<file path="config.mk">
export PLATFORM = sky130hd
export DESIGN_NAME = rx_addr_filter
export DESIGN_NICKNAME = d
export VERILOG_FILES = /design/src/rtl/rxf_pkg.sv /design/src/rtl/rxf_addr_capture.sv /design/src/rtl/rxf_cam.sv /design/src/rtl/rxf_decide.sv /design/src/rtl/rx_addr_filter.sv
export SDC_FILE = /design/constraint.sdc
export NUM_CORES = 2
export LEC_CHECK = 0
export ABC_CLOCK_PERIOD_IN_PS = 2750
export BUFFER_PORTS_ARGS = -buffer_cell sky130_fd_sc_hd__buf_4
export CORE_MARGIN = 2
export CORE_UTILIZATION = 30
export DETAILED_ROUTE_END_ITERATION = 7
export GPL_TIMING_DRIVEN = 0
export PLACE_DENSITY = 0.49
export SYNTH_ARGS = -nofsm -noshare
export SYNTH_HDL_FRONTEND = slang
export SYNTH_HIERARCHICAL = 1
export SYNTH_SLANG_ARGS = --single-unit
</file>
<file path="constraint.sdc">
create_clock -name clk -period 2.75 [get_ports clk]
set_input_delay 0.4125 -clock clk [delete_from_list [all_inputs] [get_ports clk]]
set_output_delay 0.4125 -clock clk [all_outputs]
set_load 0.03 [all_outputs]
</file>
<file path="src/rtl/rxf_pkg.sv">
package rxf_pkg;

    // Smallest frame length, FCS excluded, that is not a runt
    localparam int MIN_FRAME_LEN = 60;

    typedef struct packed {
        logic valid;
        logic accept;
        logic bcast;
        logic mcast;
    } rxf_dec_t;

endpackage

</file>
<file path="src/rtl/rxf_addr_capture.sv">
module rxf_addr_capture #(
    parameter int ADDR_BYTES = 6,
    parameter int LEN_W      = 16,
    localparam int ADDR_W    = ADDR_BYTES * 8,
    localparam int CNT_W     = $clog2(ADDR_BYTES + 1)
) (
    input  logic              clk,
    input  logic              rst_n,
    input  logic              fr_start,
    input  logic              fr_byte_vld,
    input  logic [7:0]        fr_byte,
    input  logic              fr_end,
    input  logic [LEN_W-1:0]  fr_len,
    output logic [ADDR_W-1:0] dest_addr,
    output logic              end_pend,
    output logic              end_short,
    output logic [LEN_W-1:0]  end_len
);

    typedef struct packed {
        logic [ADDR_W-1:0] addr;
        logic [CNT_W-1:0]  cnt;
        logic              pend;
        logic              short_addr;
        logic [LEN_W-1:0]  len;
    } cap_st_t;

    cap_st_t st_d, st_q;
    logic [CNT_W-1:0] base_cnt;
    logic [CNT_W-1:0] next_cnt;

    always_comb begin
        st_d      = st_q;
        st_d.pend = 1'b0;
        base_cnt  = fr_start ? '0 : st_q.cnt;
        next_cnt  = base_cnt;
        if (fr_byte_vld && (base_cnt < CNT_W'(ADDR_BYTES))) begin
            for (int b = 0; b < ADDR_BYTES; b++) begin
                if (base_cnt == CNT_W'(b)) begin
                    st_d.addr[b*8 +: 8] = fr_byte;
                end
            end
            next_cnt = base_cnt + 1'b1;
        end
        if (fr_end) begin
            st_d.pend       = 1'b1;
            st_d.short_addr = (next_cnt < CNT_W'(ADDR_BYTES));
            st_d.len        = fr_len;
            st_d.cnt        = '0;
        end else begin
            st_d.cnt        = next_cnt;
        end
    end

    always_ff @(posedge clk or negedge rst_n) begin
        if (!rst_n) begin
            st_q <= '0;
        end else begin
            st_q <= st_d;
        end
    end

    assign dest_addr = st_q.addr;
    assign end_pend  = st_q.pend;
    assign end_short = st_q.short_addr;
    assign end_len   = st_q.len;

endmodule

</file>
<file path="src/rtl/rxf_cam.sv">
module rxf_cam #(
    parameter int NUM_ENTRIES = 16,
    parameter int ADDR_BYTES  = 6,
    parameter int PTR_W       = 8,
    localparam int ADDR_W     = ADDR_BYTES * 8,
    localparam int IDX_W      = $clog2(NUM_ENTRIES),
    localparam int WORDS      = ADDR_BYTES / 2
) (
    input  logic                   clk,
    input  logic                   rst_n,
    input  logic                   wr_en,
    input  logic [IDX_W-1:0]       wr_idx,
    input  logic [ADDR_W-1:0]      wr_addr,
    input  logic                   mask_wr_en,
    input  logic [NUM_ENTRIES-1:0] mask_wr_data,
    input  logic [ADDR_W-1:0]      cmp_addr,
    output logic                   hit,
    input  logic                   rd_mode,
    input  logic [PTR_W-1:0]       rd_ptr,
    input  logic [1:0]             rd_word,
    output logic [15:0]            rd_data
);

    typedef struct packed {
        logic [NUM_ENTRIES-1:0][ADDR_W-1:0] ent;
        logic [NUM_ENTRIES-1:0]             mask;
        logic [15:0]                        rd;
    } cam_st_t;

    cam_st_t st_d, st_q;
    logic [NUM_ENTRIES-1:0] match_vec;
    logic [IDX_W-1:0]       rd_sel;

    // All entries compared in parallel against the captured address
    for (genvar e = 0; e < NUM_ENTRIES; e++) begin : g_match
        assign match_vec[e] = st_q.mask[e] && (st_q.ent[e] == cmp_addr);
    end

    assign hit    = |match_vec;
    assign rd_sel = IDX_W'(rd_ptr % PTR_W'(NUM_ENTRIES));

    always_comb begin
        st_d    = st_q;
        st_d.rd = '0;
        if (rd_mode) begin
            for (int w = 0; w < WORDS; w++) begin
                if (rd_word == 2'(w)) begin
                    st_d.rd = st_q.ent[rd_sel][w*16 +: 16];
                end
            end
        end
        if (wr_en) begin
            st_d.ent[wr_idx] = wr_addr;
        end
        if (mask_wr_en) begin
            st_d.mask = mask_wr_data;
        end
    end

    always_ff @(posedge clk or negedge rst_n) begin
        if (!rst_n) begin
            st_q <= '0;
        end else begin
            st_q <= st_d;
        end
    end

    assign rd_data = st_q.rd;

endmodule

</file>
<file path="src/rtl/rxf_decide.sv">
module rxf_decide
    import rxf_pkg::*;
#(
    parameter int ADDR_BYTES = 6,
    parameter int LEN_W      = 16,
    parameter int MIN_LEN    = MIN_FRAME_LEN,
    localparam int ADDR_W    = ADDR_BYTES * 8
) (
    input  logic              clk,
    input  logic              rst_n,
    input  logic              pend,
    input  logic              short_addr,
    input  logic [LEN_W-1:0]  len,
    input  logic [ADDR_W-1:0] addr,
    input  logic              cam_hit,
    input  logic              mode_runt_ok,
    input  logic              mode_promisc,
    input  logic              mode_all_mcast,
    input  logic              mode_bcast_ok,
    output rxf_dec_t          dec
);

    rxf_dec_t dec_d, dec_q;
    logic     is_runt;
    logic     is_group;
    logic     is_bcast;

    assign is_runt  = short_addr || (len < LEN_W'(MIN_LEN));
    assign is_group = addr[0];
    assign is_bcast = &addr;

    // First applicable rule wins
    always_comb begin
        dec_d       = '0;
        dec_d.valid = pend;
        if (pend) begin
            if (is_runt) begin
                dec_d.accept = mode_runt_ok;
            end else if (mode_promisc && !is_group) begin
                dec_d.accept = 1'b1;
            end else if (mode_all_mcast && is_group) begin
                dec_d.accept = 1'b1;
                dec_d.mcast  = 1'b1;
            end else if (mode_bcast_ok && is_bcast) begin
                dec_d.accept = 1'b1;
                dec_d.bcast  = 1'b1;
            end else begin
                dec_d.accept = cam_hit;
            end
        end
    end

    always_ff @(posedge clk or negedge rst_n) begin
        if (!rst_n) begin
            dec_q <= '0;
        end else begin
            dec_q <= dec_d;
        end
    end

    assign dec = dec_q;

endmodule

</file>
<file path="src/rtl/rx_addr_filter.sv">
module rx_addr_filter
    import rxf_pkg::*;
#(
    parameter int NUM_ENTRIES = 16,
    parameter int ADDR_BYTES  = 6,
    parameter int LEN_W       = 16,
    parameter int PTR_W       = 8,
    parameter int MIN_LEN     = MIN_FRAME_LEN,
    localparam int ADDR_W     = ADDR_BYTES * 8,
    localparam int IDX_W      = $clog2(NUM_ENTRIES)
) (
    input  logic                   clk,
    input  logic                   rst_n,
    input  logic                   fr_start,
    input  logic                   fr_byte_vld,
    input  logic [7:0]             fr_byte,
    input  logic                   fr_end,
    input  logic [LEN_W-1:0]       fr_len,
    input  logic                   mode_runt_ok,
    input  logic                   mode_promisc,
    input  logic                   mode_all_mcast,
    input  logic                   mode_bcast_ok,
    input  logic                   cam_we,
    input  logic [IDX_W-1:0]       cam_widx,
    input  logic [ADDR_W-1:0]      cam_wdata,
    input  logic                   cam_mask_we,
    input  logic [NUM_ENTRIES-1:0] cam_mask_wdata,
    input  logic                   cfg_reset_mode,
    input  logic [PTR_W-1:0]       cam_rd_ptr,
    input  logic [1:0]             cam_rd_word,
    output logic [15:0]            cam_rd_data,
    output logic                   dec_valid,
    output logic                   dec_accept,
    output logic                   dec_bcast,
    output logic                   dec_mcast
);

    logic [ADDR_W-1:0] dest_addr;
    logic              end_pend;
    logic              end_short;
    logic [LEN_W-1:0]  end_len;
    logic              cam_hit;
    rxf_dec_t          dec;

    rxf_addr_capture #(
        .ADDR_BYTES (ADDR_BYTES),
        .LEN_W      (LEN_W)
    ) u_capture (
        .clk         (clk),
        .rst_n       (rst_n),
        .fr_start    (fr_start),
        .fr_byte_vld (fr_byte_vld),
        .fr_byte     (fr_byte),
        .fr_end      (fr_end),
        .fr_len      (fr_len),
        .dest_addr   (dest_addr),
        .end_pend    (end_pend),
        .end_short   (end_short),
        .end_len     (end_len)
    );

    rxf_cam #(
        .NUM_ENTRIES (NUM_ENTRIES),
        .ADDR_BYTES  (ADDR_BYTES),
        .PTR_W       (PTR_W)
    ) u_cam (
        .clk          (clk),
        .rst_n        (rst_n),
        .wr_en        (cam_we),
        .wr_idx       (cam_widx),
        .wr_addr      (cam_wdata),
        .mask_wr_en   (cam_mask_we),
        .mask_wr_data (cam_mask_wdata),
        .cmp_addr     (dest_addr),
        .hit          (cam_hit),
        .rd_mode      (cfg_reset_mode),
        .rd_ptr       (cam_rd_ptr),
        .rd_word      (cam_rd_word),
        .rd_data      (cam_rd_data)
    );

    rxf_decide #(
        .ADDR_BYTES (ADDR_BYTES),
        .LEN_W      (LEN_W),
        .MIN_LEN    (MIN_LEN)
    ) u_decide (
        .clk            (clk),
        .rst_n          (rst_n),
        .pend           (end_pend),
        .short_addr     (end_short),
        .len            (end_len),
        .addr           (dest_addr),
        .cam_hit        (cam_hit),
        .mode_runt_ok   (mode_runt_ok),
        .mode_promisc   (mode_promisc),
        .mode_all_mcast (mode_all_mcast),
        .mode_bcast_ok  (mode_bcast_ok),
        .dec            (dec)
    );

    assign dec_valid  = dec.valid;
    assign dec_accept = dec.accept;
    assign dec_bcast  = dec.bcast;
    assign dec_mcast  = dec.mcast;

endmodule

</file>
Yosys cells after proc, flatten, opt, wreduce, memory -nomap -nowiden
Index checks and enable logic that the tools add are counted.
Word-level totals
  bits in registers: 873
  input port bits: 114
  output and inout port bits: 20
  word-level logic and storage cells: 118
Cells by class
  add/sub/neg operators: 1
  $lt $le $gt $ge: 6
  equal/unequal tests: 23
  muxes and demuxes: 23
  reductions and logical operators: 33
Operators with widths (number)
  768-bit bitwise mux: 1
  48-bit equality test: 16
  48-bit binary-select mux with 4-bit select: 1
  48-bit demux with 4-bit select: 1
  48-bit 2-to-1 mux: 2
  16-bit 2-to-1 mux: 4
  48-bit AND reduction: 1
  1-bit logical AND: 21
  18-bit 2-to-1 mux: 1
  16-bit by 6-bit less-than comparator with 1-bit output, second input constant: 1
  16-bit OR reduction: 1
  3-bit 2-to-1 mux: 4
  2-bit AND reduction: 6
  4-bit by 5-bit less-than comparator with 1-bit output, second input constant: 2
  1-bit 2-to-1 mux: 7
  3-bit by 2-bit equality test with 1-bit output, second input constant: 2
  3-bit equality test, second input constant: 2
  3-bit less-than comparator, second input constant: 2
  4-bit by 1-bit >= comparator with 1-bit output, second input constant: 1
  2-bit 2-to-1 mux: 2
  3-bit by 1-bit adder with 3-bit output, second input constant: 1
  3-bit by 1-bit equality test with 1-bit output, second input constant: 1
  3-bit zero test: 1
  2-bit by 1-bit equality test with 1-bit output, second input constant: 1
  4 further kinds: 4

Depth between registers and ports, before layout
  word-level depth: 8
  depth in mapped cells: 13

By module
Netlist, hierarchy kept.
By module, submodules not included
  rxf_cam: instances 1, cells an instance 3313, area each 44626.6 um^2, seq. area each 20019.2 um^2
  rxf_addr_capture: instances 1, cells an instance 235, area each 3249.4 um^2, seq. area each 1726.7 um^2
  rxf_decide: instances 1, cells an instance 36, area each 305.3 um^2, seq. area each 100.1 um^2

Worst setup path before layout
Ideal clock, no wire load.
  path kind: reg2reg
  start point: register u_capture.st_q (netlist bit u_capture/dest_addr[41])
  end point: register u_decide.dec_q (netlist bit u_decide/dec[2])
  setup time: 0.074 ns
  arrival time: 2.438 ns
  required time: 2.676 ns
  setup slack: 0.238 ns
  stages on the path, launching flop included: 13
  cells stage by stage: dfrtp_1 -> buf_4 -> clkbuf_1 -> buf_1 -> xor2_1 -> nor4_1 -> nand4_1 -> nor4_1 -> nor4_1 -> nand4_1 -> o21ai_0 -> mux2_1 -> o21ai_2
RTL lines
  start, declared: RTL line rxf_addr_capture.sv:28  | cap_st_t st_d, st_q;
  start signal, assigned: RTL line rxf_addr_capture.sv:59  | st_q <= st_d;
  end signal, assigned: RTL line rxf_decide.sv:55  | dec_q <= '0;
  end signal, assigned: RTL line rxf_decide.sv:57  | dec_q <= dec_d;
  end, declared: RTL line rxf_decide.sv:23  | rxf_dec_t dec_d, dec_q;

==> flow_summary.json <==
{
  "worst_pin_slew_ns": 1.59,
  "rsz0062_at_grt": "true",
  "num_rows": 146,
  "cts_buffers": 107,
  "cts_max_path_buffers": 3,
  "die_height_um": 404,
  "fin_area_um2": 59200,
  "worstPathMaxFanout": 8,
  "final_core_util_pct": 37.3,
  "place_area_um2": 51900,
  "cts_htree_levels": 3,
  "route.met2.wl_um": 127000,
  "dr.first_iter.drc_count": 4827,
  "root_buffer": "clkbuf_16",
  "drv_slew": 55,
  "syn_area_um2": 48100,
  "max_freq_ghz": 0.261,
  "instances_no_fill": 6060,
  "worstSetupPathType": "reg2reg",
  "path_clk_slew_ns": 0.06,
  "cap_violations": 5,
  "relSlewSlack_pct": -5.71,
  "endpoint_kind": "flip-flop",
  "fin_crit_ns": 3.84,
  "viasPerCell": 5.87,
  "ir_drop_mv": 0.530,
  "synthCells": 3578,
  "cts_tree": "built",
  "grt_pass1_vias": 34300,
  "grt_pass1_wl_um": 380000,
  "drive_above_1_share_pct": 46.6,
  "timing.final.crit_share_pct": 140,
  "grt_max_degree": 113,
  "min_path_type": "in2async",
  "coreArea_um2": 159000,
  "arrival_ns": 4.49,
  "via_count": 35600,
  "area_delta_synth_final_pct": 23.1,
  "die_area_um2": 164000,
  "wl_per_cell_um": 49.5,
  "final_nets": 3997,
  "die_w_um": 404,
  "cts_sinks": 871,
  "powerDensity_nw_per_um2": 914,
  "p_leak_nw": 24.7,
  "port_buffers": 119,
  "skew_ns": 0.0644,
  "clock_latency_ns": 0.81,
  "met1_length_um": 124000,
  "hold_ws_ns": 0.180,
  "ys.warnings.count": 6,
  "top_layer": "met5",
  "postRouteAntennaNets": 0,
  "start_util_pct": 30.3,
  "track_usage_pct": 36.5,
  "antenna_found_initial": 43,
  "crit_required_ns": 3.41,
  "place_ws_ns": -2.92,
  "violations": "capacitance limit, slew limit, setup timing",
  "status": "finished, violations left",
  "worst_slack_ns": -1.09,
  "cp-start-kind": "flip-flop",
  "grt_overflow_total": 0,
  "avgSynthCellArea_um2": 13.4,
  "placed_cells": 5780,
  "dpl.hpwl_um": 242000,
  "synth_fp_nets": 3693,
  "io_pins": 134,
  "drc": 0,
  "setup_viol": 32,
  "drt-total-wl_um": 300000,
  "hold_viol": 0,
  "met3_length_um": 27600,
  "dr.pass1.iters": 5,
  "globalplace.congestion": 1.08
}
-- per-stage QoR --
stage / TNS (ns) / total power, mW
6_report: -2.10 / 54.1
5_1_grt: -0.909 / 54.6
4_1_cts: -0.808 / 53.3
3_5_place_dp: -178.31 / 36.3
3_3_place_gp: -8926.75 / 36.2
2_1_floorplan: 0 / 25.8
-- worst paths after layout --
kind / to / cells past startpoint / startpoint / slack (ns)
min: u_cam/st_q[215] / 2 / rst_n / 0.18
min reg2reg: u_decide/dec[3] / 0 / u_capture/end_pend / 0.44
max: u_decide/dec[2] / 10 / u_capture/dest_addr[46] / -1.09
min in group clk: u_cam/rd_data[0] / 4 / cam_rd_word[1] / 0.20
max in group asynchronous: u_cam/st_q[235] / 5 / rst_n / 0.39
max reg2reg: u_decide/dec[2] / 10 / u_capture/dest_addr[46] / -1.09
-- per-layer routing --
layer | up-vias | GRT usage [%]
li1 | 13500 | -
met1 | 19500 | 48.8
met3 | 527 | 9.84
met5 | - | 0
met2 | 2039 | 53.1
met4 | 22 | 20.8
-- state kept, by name, indices dropped and copies added, names as in the netlist --
signal and flops:
u_capture/end_len 14, u_cam/st_q 784, u_decide/dec 4, u_capture/end_pend 1, u_cam/rd_data 16, u_capture/st_q 3
u_capture/dest_addr 48, u_capture/end_short 1
-- cells in the final DEF, fill, tap and decap left out, types with 16 or more instances in the layout --
cell type,count
xor2_2,70
dlygate4sd3_1,94
o22ai_1,17
xnor2_1,156
mux2_2,829
buf_1,28
diode_2,16
mux4_2,240
nand3b_1,19
nor4_4,30
xnor2_2,37
buf_4,236
clkbuf_1,113
xor2_4,16
clkinv_2,19
nor4_2,40
nor4_1,78
o21ai_0,19
nand3_1,24
buf_2,43
and2_1,17
nor2_1,18
nand4_1,87
nand2_1,23
xor2_1,417
inv_1,44
buf_6,19
clkbuf_2,24
dfrtp_1,871
clkbuf_8,34
clkbuf_16,107
nor3_1,17
xnor2_4,22
o21ai_1,17
-- cell type report --
cell class,instances,area [um^2]
fill,15300,99500
multi-input combinational,2289,26600
sequential,871,21800
clock buffer,157,3210
tap,2072,2590
timing repair buffer,238,2210
buffer,330,2000
clock inverter,42,557
inverter,45,173
antenna,16,40.0
-- critical path, cell delays in order, from the launching register on --
cell and delay (ns):
dfrtp_1 0.34, buf_4 0.35, xor2_1 0.99, nor4_1 0.17
nand4_1 0.31, nor4_2 0.14, nor4_4 0.37, nand4_1 0.52
o21ai_1 0.27, mux2_4 0.17, o21ai_2 0.04
-- timing repair --
item | CTS | global route
endpoints found under the hold margin | 450 | 0
endpoints found under the setup margin | 54 | 7
resized for setup | 393 | 24
hold buffers | 94 | 0
setup buffers | 7 | 7
pin swaps | 34 | 13
-- report_power, final --
group | internal, mW | leakage [nW] | switching, mW | total [mW]
registers | 15.6 | 10.7 | 4.03 | 19.6
logic | 6.92 | 12.1 | 12.3 | 19.2
clock network | 8.86 | 1.86 | 6.40 | 15.3
No activity file was read; power rests on OpenSTA's default activity.
